File: src/rtl/dbg_ctrl_pkg.sv
package dbg_ctrl_pkg;

  // control-word bit positions (the debugger's software depends on them)
  localparam int unsigned BIT_STEP     = 4;
  localparam int unsigned BIT_SET_RST  = 16;
  localparam int unsigned BIT_SET_HALT = 17;
  localparam int unsigned BIT_CLR_RST  = 24;
  localparam int unsigned BIT_CLR_HALT = 25;

  // status-word bit positions
  localparam int unsigned ST_RST  = 0;
  localparam int unsigned ST_HALT = 1;
  localparam int unsigned ST_CPU  = 2;
  localparam int unsigned ST_BRK  = 3;
  localparam int unsigned ST_STEP = 4;

  // register addresses (byte)
  localparam int unsigned CTL_ADDR = 0;
  localparam int unsigned RF_ADDR  = 4;

  typedef enum logic [1:0] {
    SEL_NONE   = 2'd0,
    SEL_STATUS = 2'd1,
    SEL_LASTRF = 2'd2
  } rdSel_e;

  typedef struct packed {
    logic   setRst;
    logic   clrRst;
    logic   setHalt;
    logic   clrHalt;
    logic   loadStep;
    logic   stepVal;
    logic   rspFire;
    rdSel_e rdSel;
  } dbgStrobes_t;

endpackage

File: src/rtl/dbg_ctrl_dec.sv
module dbg_ctrl_dec
  import dbg_ctrl_pkg::*;
#(
  parameter int ADDR_W = 8,
  parameter int DATA_W = 32
) (
  input  logic              cmdValid,
  input  logic              cmdWrite,
  input  logic [ADDR_W-1:0] cmdAddr,
  input  logic [DATA_W-1:0] cmdData,
  output logic              cmdReady,
  output dbgStrobes_t       strb
);

  localparam logic [ADDR_W-1:0] CtlAddr = ADDR_W'(CTL_ADDR);
  localparam logic [ADDR_W-1:0] RfAddr  = ADDR_W'(RF_ADDR);

  logic accept;
  logic hitCtl;
  logic hitRf;
  logic wrCtl;
  logic unused_cmd;

  // the unit never stalls a command
  assign cmdReady   = 1'b1;
  assign accept     = cmdValid && cmdReady;
  assign hitCtl     = (cmdAddr == CtlAddr);
  assign hitRf      = (cmdAddr == RfAddr);
  assign wrCtl      = accept && cmdWrite && hitCtl;
  assign unused_cmd = ^cmdData;

  always_comb begin
    strb          = '0;
    strb.rspFire  = accept;
    strb.setRst   = wrCtl && cmdData[BIT_SET_RST];
    strb.clrRst   = wrCtl && cmdData[BIT_CLR_RST];
    strb.setHalt  = wrCtl && cmdData[BIT_SET_HALT];
    strb.clrHalt  = wrCtl && cmdData[BIT_CLR_HALT];
    strb.loadStep = wrCtl;
    strb.stepVal  = cmdData[BIT_STEP];
    strb.rdSel    = SEL_NONE;
    if (accept && !cmdWrite) begin
      if (hitCtl)     strb.rdSel = SEL_STATUS;
      else if (hitRf) strb.rdSel = SEL_LASTRF;
    end
  end

endmodule

File: src/rtl/dbg_ctrl_dp.sv
module dbg_ctrl_dp
  import dbg_ctrl_pkg::*;
#(
  parameter int DATA_W = 32
) (
  input  logic              clk,
  input  logic              rstN,
  input  dbgStrobes_t       strb,
  input  logic              cpuHalted,
  input  logic              cpuBreakHit,
  input  logic              rfWrEn,
  input  logic [DATA_W-1:0] rfWrData,
  output logic              rspValid,
  output logic [DATA_W-1:0] rspData,
  output logic              cpuHaltReq,
  output logic              cpuResetReq
);

  logic              resetIt;
  logic              haltIt;
  logic              haltedByBreak;
  logic              stepMode;
  logic [DATA_W-1:0] lastRf;
  logic [DATA_W-1:0] statusWord;
  logic [DATA_W-1:0] rdMux;

  always_comb begin
    statusWord          = '0;
    statusWord[ST_RST]  = resetIt;
    statusWord[ST_HALT] = haltIt;
    statusWord[ST_CPU]  = cpuHalted;
    statusWord[ST_BRK]  = haltedByBreak;
    statusWord[ST_STEP] = stepMode;
  end

  always_comb begin
    case (strb.rdSel)
      SEL_STATUS: rdMux = statusWord;
      SEL_LASTRF: rdMux = lastRf;
      default:    rdMux = '0;
    endcase
  end

  // flags: clear has priority over set
  always_ff @(posedge clk or negedge rstN) begin
    if (!rstN) begin
      resetIt       <= 1'b0;
      haltIt        <= 1'b0;
      haltedByBreak <= 1'b0;
      stepMode      <= 1'b0;
    end else begin
      resetIt       <= (resetIt | strb.setRst) & ~strb.clrRst;
      haltIt        <= (haltIt | strb.setHalt) & ~strb.clrHalt;
      haltedByBreak <= (haltedByBreak | cpuBreakHit) & ~strb.clrHalt;
      if (strb.loadStep) stepMode <= strb.stepVal;
    end
  end

  always_ff @(posedge clk or negedge rstN) begin
    if (!rstN)       lastRf <= '0;
    else if (rfWrEn) lastRf <= rfWrData;
  end

  // response sampled from pre-update state
  always_ff @(posedge clk or negedge rstN) begin
    if (!rstN) begin
      rspValid <= 1'b0;
      rspData  <= '0;
    end else begin
      rspValid <= strb.rspFire;
      rspData  <= strb.rspFire ? rdMux : '0;
    end
  end

  assign cpuHaltReq  = haltIt | haltedByBreak;
  assign cpuResetReq = resetIt;

  assert_rsp_follows_R1: assert property (@(posedge clk) disable iff (!rstN)
    strb.rspFire |=> rspValid);
  assert_rsp_idle_R1: assert property (@(posedge clk) disable iff (!rstN)
    !strb.rspFire |=> (!rspValid && rspData == '0));
  assert_rst_set_R2: assert property (@(posedge clk) disable iff (!rstN)
    (strb.setRst && !strb.clrRst) |=> cpuResetReq);
  assert_halt_set_R3: assert property (@(posedge clk) disable iff (!rstN)
    (strb.setHalt && !strb.clrHalt) |=> cpuHaltReq);
  assert_halt_clear_R4: assert property (@(posedge clk) disable iff (!rstN)
    strb.clrHalt |=> !cpuHaltReq);
  assert_rst_clear_R5: assert property (@(posedge clk) disable iff (!rstN)
    strb.clrRst |=> !cpuResetReq);
  assert_break_halts_R6: assert property (@(posedge clk) disable iff (!rstN)
    (cpuBreakHit && !strb.clrHalt) |=> cpuHaltReq);
  assert_rf_hold_R7: assert property (@(posedge clk) disable iff (!rstN)
    !rfWrEn |=> $stable(lastRf));

endmodule

File: src/rtl/dbg_ctrl_unit.sv
module dbg_ctrl_unit
  import dbg_ctrl_pkg::*;
#(
  parameter int ADDR_W = 8,
  parameter int DATA_W = 32
) (
  input  logic              clk,
  input  logic              dbgRstN,
  input  logic              cmdValid,
  output logic              cmdReady,
  input  logic              cmdWrite,
  input  logic [ADDR_W-1:0] cmdAddr,
  input  logic [DATA_W-1:0] cmdData,
  output logic              rspValid,
  output logic [DATA_W-1:0] rspData,
  input  logic              cpuHalted,
  input  logic              cpuBreakHit,
  input  logic              rfWrEn,
  input  logic [DATA_W-1:0] rfWrData,
  output logic              cpuHaltReq,
  output logic              cpuResetReq
);

  dbgStrobes_t strb;

  dbg_ctrl_dec #(.ADDR_W(ADDR_W), .DATA_W(DATA_W)) u_dec (
    .cmdValid (cmdValid),
    .cmdWrite (cmdWrite),
    .cmdAddr  (cmdAddr),
    .cmdData  (cmdData),
    .cmdReady (cmdReady),
    .strb     (strb)
  );

  dbg_ctrl_dp #(.DATA_W(DATA_W)) u_dp (
    .clk         (clk),
    .rstN        (dbgRstN),
    .strb        (strb),
    .cpuHalted   (cpuHalted),
    .cpuBreakHit (cpuBreakHit),
    .rfWrEn      (rfWrEn),
    .rfWrData    (rfWrData),
    .rspValid    (rspValid),
    .rspData     (rspData),
    .cpuHaltReq  (cpuHaltReq),
    .cpuResetReq (cpuResetReq)
  );

endmodule

File: config.mk
export PLATFORM = sky130hd
export DESIGN_NAME = dbg_ctrl_unit
export DESIGN_NICKNAME = d
export VERILOG_FILES = /design/src/rtl/dbg_ctrl_pkg.sv /design/src/rtl/dbg_ctrl_dec.sv /design/src/rtl/dbg_ctrl_dp.sv /design/src/rtl/dbg_ctrl_unit.sv
export SDC_FILE = /design/constraint.sdc
export NUM_CORES = 1
export LEC_CHECK = 0
export ABC_AREA = 1
export BUFFER_PORTS_ARGS = -buffer_cell sky130_fd_sc_hd__buf_2
export CORE_UTILIZATION = 50
export DETAILED_ROUTE_END_ITERATION = 6
export GPL_TIMING_DRIVEN = 0
export PLACE_DENSITY = 0.95
export SLEW_MARGIN = 20
export SYNTH_ARGS = -nofsm -noshare
export SYNTH_HDL_FRONTEND = slang
export SYNTH_SLANG_ARGS = --single-unit
export TNS_END_PERCENT = 10
File: constraint.sdc
create_clock -name clk -period 1.2 [get_ports clk]
set_input_delay 0.12 -clock clk [delete_from_list [all_inputs] [get_ports clk]]
set_output_delay 0.12 -clock clk [all_outputs]
set_load 0.05 [all_outputs]
# Word-level counts from Yosys, hierarchy flattened
# Index checks and enable logic that the tools add are counted.
dict set report op_classes {
  n_bitwise 9
  muxes 5
  addsub 0
  magnitude_cmp 0
  shift 0
  n_eq_ne 3
  n_div 0
  multipliers 0
  reduce_logical 9
}
# operator count
set op_table {}
lappend op_table {{$pmux W32 S2} 1}
lappend op_table {{$mux W32} 1}
lappend op_table {{$eq A8 B3 Y1 const B} 1}
lappend op_table {{$logic_not A8 Y1} 1}
lappend op_table {{$logic_and A1 B1 Y1} 7}
lappend op_table {{$mux W2} 3}
lappend op_table {{$or A1 B1 Y1} 4}
lappend op_table {{$and A1 B1 Y1} 3}
lappend op_table {{$eq A2 B1 Y1 const B} 1}
lappend op_table {{$eq A2 B2 Y1 const B} 1}
lappend op_table {{$not A1 Y1} 2}
lappend op_table {{$logic_not A1 Y1} 1}
dict set report totals {
  output_inout_bits 36
  latchBits 0
  ff_bits 69
  rom_bits 0
  elab_cells 33
  ramBits 0
  memories 0
}

# Depth between registers and ports, before layout
# Gate-level depths: netlist of run 1.
dict set report logic_depth {
  ltp_word 7
  depth_mapped 7
}

# Cells and area by module
# From an unflattened synthesis of run 1, not the netlist that was laid out.
dict set report hier_totals {
  cells_unflattened 263
  hier_area_um2 2615.0
}
# module cells_per_inst instances area_per_inst_um2
set modules_own_cells {}
lappend modules_own_cells {dbg_ctrl_dp 233 1 2443.6}
lappend modules_own_cells {dbg_ctrl_dec 30 1 171.4}

# Least setup slack after synthesis of run 1
# Ideal clock, no wire load.
dict set report synth_timing {
  kind {register -> register}
  start {register u_dp.resetIt (netlist: u_dp.cpuResetReq)}
  end {register u_dp.resetIt (netlist: u_dp.cpuResetReq)}
  required_time_ns 1.123
  arrival_ns 0.825
  setup_slack_ns 0.297
  setup_time_ns 0.077
  path_stages_with_launch 3
  cell_sequence {dfrtp_1 -> inv_1 -> a21oi_1}
}
dict set report synth_via {
  elab_chain_len 2
}
# item line_no
set synth_rtl {}
lappend synth_rtl {{start, declared} dbg_ctrl_dp.sv:19} ;# logic resetIt;
lappend synth_rtl {{start signal, assigned} dbg_ctrl_dp.sv:52} ;# resetIt <= (resetIt | strb.setRst) & ~strb.clrRst;
lappend synth_rtl {{$or A1 B1 Y1} dbg_ctrl_dp.sv:52}
lappend synth_rtl {{$and A1 B1 Y1} dbg_ctrl_dp.sv:52}
# Every way passes these cells.
# A chain may end at the register's enable or synchronous reset.

# Worst setup path in the final report of run 1
dict set report layout_timing {
  start {register u_dp.haltIt}
  end {output cpuHaltReq}
}
dict set report layout_via {
  elab_chain_len 1
}
# item line_no
set layout_rtl {}
lappend layout_rtl {{start, declared} dbg_ctrl_dp.sv:20} ;# logic haltIt;
lappend layout_rtl {{start signal, assigned} dbg_ctrl_dp.sv:53} ;# haltIt <= (haltIt | strb.setHalt) & ~strb.clrHalt;
lappend layout_rtl {{$or A1 B1 Y1} dbg_ctrl_dp.sv:75} ;# assign cpuHaltReq = haltIt | haltedByBreak;
lappend layout_rtl {{end, declared} dbg_ctrl_unit.sv:20} ;# output logic cpuHaltReq,
# Every way passes these cells.

==> results.cfg, run 1 <==
[routing]
final_antenna_net_count = 0
via_per_inst = 4.66
via_count = 2015
wl_per_cell_um = 12.7
drtIter0Drc = 107
wirelength_um = 5510
dr.pass1.iters = 4
drc = 0

[power_and_ir_drop]
total_leakage_power_nw = 1.91
peakVddDrop_mv = 0.743
power_density_mw_per_mm2 = 1350

[layout]
final_util_pct = 71.5
fillCellCount = 389
antennaDiodeCount = 0
layout-drive-gt1-share_pct = 32.3
syn2layout_area_growth_pct = 34.9
final_nets = 441

[flow_run]
drv_cap = 0

[synth]
ys_types = 21
ys_warn_count = 0
synth-seq-cells = 69
synth-simple-area-share_pct = 14.8
synth_top_cell_area_share_pct = 68.1
netlist_instances = 248
synth-compound-area-share_pct = 8.34
yosysTopAreaCell = dfrtp_1
synth_area_per_cell_um2 = 10.2
synth_adder_area_share_pct = 0
synth_area_leaders = dfrtp_1 68%, o21ai_0 6.9%, inv_1 5.8%, nand2_1 5.3%, nor2_1 4.9%
synth-xor-area-share_pct = 0
synthMuxAreaShare_pct = 0
synthesis.nets = 327
synth_area_mm2 = 0.00253
synth_top_family_by_area = simple AND/OR/NAND/NOR gates
synth_seq_area_share_pct = 68.1

[placed_design]
dpl.hpwl_um = 3580
place_ws_ps = 61.0
port_buffers = 85
gp_congestion = 0.726

[worst_setup_path]
required_ps = 1080
crit_type = register to primary output
critical_path_arrival_ps = 1110
end_kind = primary output
path_max_fanout = 2
startpoint_type = register

[global_routing]
track_usage_pct = 22.7
antenna_found_initial = 0
grtUsageMet3_pct = 4.70
grt_overflow = 0
grt_max_degree = 40
grt_pass1_wl_um = 8750
grtUsageMet2_pct = 40.3
met1_usage_pct = 25.3
busiest_layer = met2
grt_pass1_vias = 2053

[die]
start_util_pct = 53.0
fp.dieArea_mm2 = 0.00536
pin_count = 115
num_rows = 25
coreArea_mm2 = 0.00479
chipWidth_um = 73.2
die_h_um = 73.2

[sta]
setup-tns-final_ps = -34.3
hold_violations = 0
setup_viol = 1
max_freq_ghz = 0.810
setup_ws_ps = -34.3
finalCritPeriodShare_pct = 103
min_period_ps = 1230
skew_ps = 6.00
grt_setup_unrepaired = yes
slew_viol_final = 0

[status]
status = finished, violations left
violations = setup timing

[cts]
clock-sinks = 69
cts.path.max_buffers = 2
h-tree-depth = 3
cts_tree = done
root_buffer = clkbuf_8
cts_buffers = 9
clk-insertion-delay-late_ps = 330
clk_pin_slew_ps = 70

[min_path]
hp-class = input pin to register
==> final timing paths <==
| path | start | end | slack (ps) | cells past startpoint |
|---|---|---|---|---|
| worst max-delay path | u_dp.haltIt | cpuHaltReq | -30 | 2 |
| worst min-delay path | rfWrData[17] | u_dp.lastRf[17] | 7 | 3 |
| worst max register to register | u_dp.haltedByBreak | u_dp.rspData[3] | 250 | 4 |
| worst min register to register | u_dp.lastRf[19] | u_dp.rspData[19] | 490 | 2 |
| max in group asynchronous | dbgRstN | u_dp.lastRf[5] | 400 | 3 |
| min in group asynchronous | dbgRstN | u_dp.rspData[21] | 270 | 2 |
==> report_power, final <==
part	total (W)	switching, W	leakage, nW	internal (W)
Combinational	0.000388	0.000232	0.932	0.000156
Sequential	0.00245	0.0000283	0.888	0.00243
Clock	0.00177	0.000772	0.0923	0.000993
==> layout by cell type, fill, tap and decap left out, types with 2 or more instances in the layout <==
cell,synthesis,routed
dlygate4sd3_1,0,13
nand2_1,36,36
nor2_1,33,33
clkbuf_1,6,8
buf_4,1,6
nand3_1,9,9
clkbuf_8,0,10
o21ai_2,3,3
buf_6,3,3
nor2_2,2,2
o21ai_0,35,35
buf_2,1,84
inv_1,39,39
nor3_1,2,2
a21oi_1,2,2
dfrtp_1,69,69
==> cells by family after synthesis <==
kind of cell | after synthesis
AO/OA/AOI/OAI | 40
buffers and inverters | 51
flip-flops | 69
other | 1
AND/OR/NAND/NOR | 87
==> final cells by class <==
class                           count  area [µm²]  area share [%]
Sequential cell                    69        1730            50.5
Tap cell                           67        83.8            2.45
Multi-Input combinational cell    128         592            17.3
Clock buffer                       12         145            4.24
Buffer                             11        68.8            2.01
Clock inverter                      2        35.0            1.02
Timing Repair Buffer              103         618            18.1
Inverter                           40         150            4.39
==> sequential cells by signal, indices dropped and copies added (netlist names) <==
| name | cells |
|---|---|
| u_dp.cpuResetReq | 1 |
| u_dp.haltIt | 1 |
| u_dp.lastRf | 32 |
| u_dp.haltedByBreak | 1 |
| u_dp.stepMode | 1 |
| u_dp.rspData | 32 |
| u_dp.rspValid | 1 |
==> per-stage QoR <==
step / cell area [µm²] / hold slack (ps) / total power [W] / std cells
finish: 3420 / 6.94 / 0.00461 / 432
global route: 3420 / 11.5 / 0.00480 / 432
CTS: 3400 / 0.00638 / 0.00463 / 430
detailed placement: 3070 / 73.6 / 0.00285 / 401
global placement: 3040 / 265 / 0.00282 / 400
floorplan: 2530 / -176 / 0.00266 / 248
==> cell usage after synthesis, drive strengths merged <==
cell    instances
dfrtp          69
inv            40
nand2          38
o21ai          38
nor2           36
nand3           9
clkbuf          6
buf             5
a21oi           2
nor3            2
conb            1
nor3b           1
or2             1
==> worst max-delay path: stages, from the launching register on <==
cell	delay, ps
dfrtp_1	380
or2_4	260
buf_8	150
==> layer usage <==
layer	part of all wire (%)	up-vias
met4	2.2	0
met3	4.8	15
met5	0	-
met1	40	946
met2	53	80
li1	-	974
==> what timing repair did <==
action                                  4_1_cts  5_1_grt
endpoints found under the setup margin        1        1
resized for setup                             4        0
pin swaps                                     0        1
hold endpoints to repair                     42        0
cloned                                        0        0
hold buffers                                 13        0
buffers inserted                              2        2
Note: power is estimated with default switching activity, not from simulation.
==> run 2, diff against run 1 <==
--- a/config.mk
+++ b/config.mk
@@ -5,12 +5,13 @@
 export SDC_FILE = /design/constraint.sdc
 export NUM_CORES = 1
 export LEC_CHECK = 0
-export ABC_AREA = 1
 export BUFFER_PORTS_ARGS = -buffer_cell sky130_fd_sc_hd__buf_2
+export CORE_ASPECT_RATIO = 1.25
 export CORE_UTILIZATION = 50
 export DETAILED_ROUTE_END_ITERATION = 6
 export GPL_TIMING_DRIVEN = 0
 export PLACE_DENSITY = 0.95
+export SKIP_LAST_GASP = 1
 export SLEW_MARGIN = 20
 export SYNTH_ARGS = -nofsm -noshare
 export SYNTH_HDL_FRONTEND = slang
==> results.cfg, run 2 <==
[status]
status = finished, violations left
violations = setup timing

[die]
coreArea_mm2 = 0.00483
fp.dieArea_mm2 = 0.00542
chipWidth_um = 66.1
pin_count = 115
start_util_pct = 53.1
num_rows = 28
die_h_um = 82.1

[flow_run]
drv_cap = 0

[routing]
final_antenna_net_count = 0
wl_per_cell_um = 14.3
drc = 0
dr.pass1.iters = 4
wirelength_um = 4810
via_count = 1652
drtIter0Drc = 77
via_per_inst = 4.90

[worst_setup_path]
critical_path_arrival_ps = 1120
critPathTopFamily = flip-flops
crit_chain = or2_4 > buf_8
reg2reg_slack_ps = 220
slowest_stage = dfrtp_1
startpoint_type = register
critPathBufInv = 1
end_kind = primary output
path_max_fanout = 2
critPathMaxStageDelay_ps = 390
required_ps = 1080
crit_type = register to primary output

[cts]
clock-sinks = 69
h-tree-depth = 3
cts_buffers = 9
cts_tree = done
root_buffer = clkbuf_8
cts.path.max_buffers = 2
clk_pin_slew_ps = 70
clk-insertion-delay-late_ps = 330

[synth]
synth_top_cell_area_share_pct = 67.3
yosysMostFrequentCell = dfrtp_1
synth_adder_area_share_pct = 0
synth_seq_area_share_pct = 67.3
synth_edf_count = 0
synth-compound-area-share_pct = 2.24
ys_warn_count = 0
synth_ff_type = dfrtp_1
synth_area_mm2 = 0.00256
synthMuxAreaShare_pct = 14.5
synth_area_leaders = dfrtp_1 67%, mux2_2 14%, and2_2 6.4%, a21oi_1 1.6%, and2b_1 1.5%
ys_types = 22
synth-xor-area-share_pct = 0
synth-seq-cells = 69
yosys-top-cells-count = 69 x dfrtp_1, 31 x mux2_2, 22 x and2_2
netlist_instances = 167
synth_top_family_by_area = multiplexers
synth-simple-area-share_pct = 13.5
synthesis.nets = 246
synthArstFlopShare_pct = 100
synth_area_per_cell_um2 = 15.4
yosysTopAreaCell = dfrtp_1

[placed_design]
gp_congestion = 0.776
place_inst = 313
dpl.hpwl_um = 3510
place_area_mm2 = 0.00309
port_buffers = 85

[sta]
whs_ps = 20.0
skew_ps = 6.99
grt_setup_unrepaired = yes
hold_violations = 0
setup_viol = 1
max_freq_ghz = 0.807
slew_viol_final = 0
min_period_ps = 1240
setup_ws_ps = -39.0
finalCritPeriodShare_pct = 103

[power_and_ir_drop]
peakVddDrop_mv = 1.15
power_density_mw_per_mm2 = 1420
seqPwrFrac_pct = 51.7
total_leakage_power_nw = 1.77
sw_frac_of_total_pct = 21.0
netSwitchingPower_w = 0.00101
p_int_w = 0.00381
clock_power_share_pct = 40.8
pwr-share-comb_pct = 7.4

[global_routing]
track_usage_pct = 20.1
grt_overflow = 0
grt_pass1_wl_um = 7690
antenna_found_initial = 0
grt_pass1_vias = 1666
grt_max_degree = 41

[layout]
layout-drive-gt1-share_pct = 59.6
antennaDiodeCount = 0
final_area_mm2 = 0.00338
final_common_cell = buf_2
final_util_pct = 70.0
syn2layout_area_growth_pct = 31.9
final_nets = 351
final_cell_mix = 86 x buf_2, 69 x dfrtp_1, 31 x mux2_2
fin_cells = 337
top_regs = u_dp.lastRf (32), u_dp.rspData (32)

[min_path]
hp-class = input pin to register
## run 2: cell types whose count changed after synthesis, moves of 22 or more
cell	change
o21ai_0	-35
and2_2	+22
nor2_1	-27
nand2_1	-36
mux2_2	+31
inv_1	-39
## run 2: cell type report
class	instances	area, µm²
Fill cell	334	1450
Timing Repair Buffer	94	533
Clock buffer	12	135
Multi-Input combinational cell	90	781
Buffer	8	60.1
Sequential cell	69	1730
Tap cell	60	75.1
Clock inverter	4	72.6
## run 2: path summary, 6_finish.rpt
| path | to | cells past startpoint | startpoint |
|---|---|---|---|
| min | u_dp.lastRf[19] | 2 | rfWrData[19] |
| max in group asynchronous | u_dp.lastRf[31] | 3 | dbgRstN |
| min in group asynchronous | u_dp.lastRf[6] | 2 | dbgRstN |
| max reg2reg | u_dp.rspData[1] | 4 | u_dp.haltIt |
| min reg2reg | u_dp.rspData[20] | 1 | u_dp.lastRf[20] |
| max | cpuHaltReq | 2 | u_dp.haltedByBreak |
## run 2: kinds of logic after synthesis
logic type	Yosys count
mux	33
simple gates	46
flops	69
compound gates	10
other cells	1
buf+inv	8
## run 2: metrics by stage
step | setup slack, ps | TNS, ps | total power, W
final | -39.0 | -39.0 | 0.00482
after CTS | -42.1 | -42.1 | 0.00487
after floorplan | 66.1 | 0 | 0.00269
after detailed placement | -187 | -3290 | 0.00288
after global placement | -241 | -18910 | 0.00285
after global routing | -67.5 | -67.5 | 0.00503
## run 2: what timing repair did
action | 4_1_cts | 5_1_grt
buffers inserted | 2 | 0
resized for setup | 4 | 0
hold buffers | 6 | 0
endpoints found under the setup margin | 1 | 1
hold endpoints to repair | 35 | 0
## run 2: power groups by stage
stage / clock, W / combinational [W] / sequential [W]
after global routing: 0.00213 / 0.000396 / 0.00251
after detailed placement: 0 / 0.000347 / 0.00254
final: 0.00197 / 0.000358 / 0.00249
after CTS: 0.00202 / 0.000366 / 0.00249
after global placement: 0 / 0.000321 / 0.00253
after floorplan: 0 / 0.000166 / 0.00253
## run 2: metal layers
metal,track usage (%),routed length (µm)
met1,22.3,1830
met5,0,0
met2,35.4,2670
met3,4.17,212
met4,11.5,100
## run 2: worst reg2reg max path, cell delays in order, from the launching register on
cell,delay [ps]
dfrtp_1,390
buf_4,140
and2b_1,150
a21oi_1,130
nor2_1,60
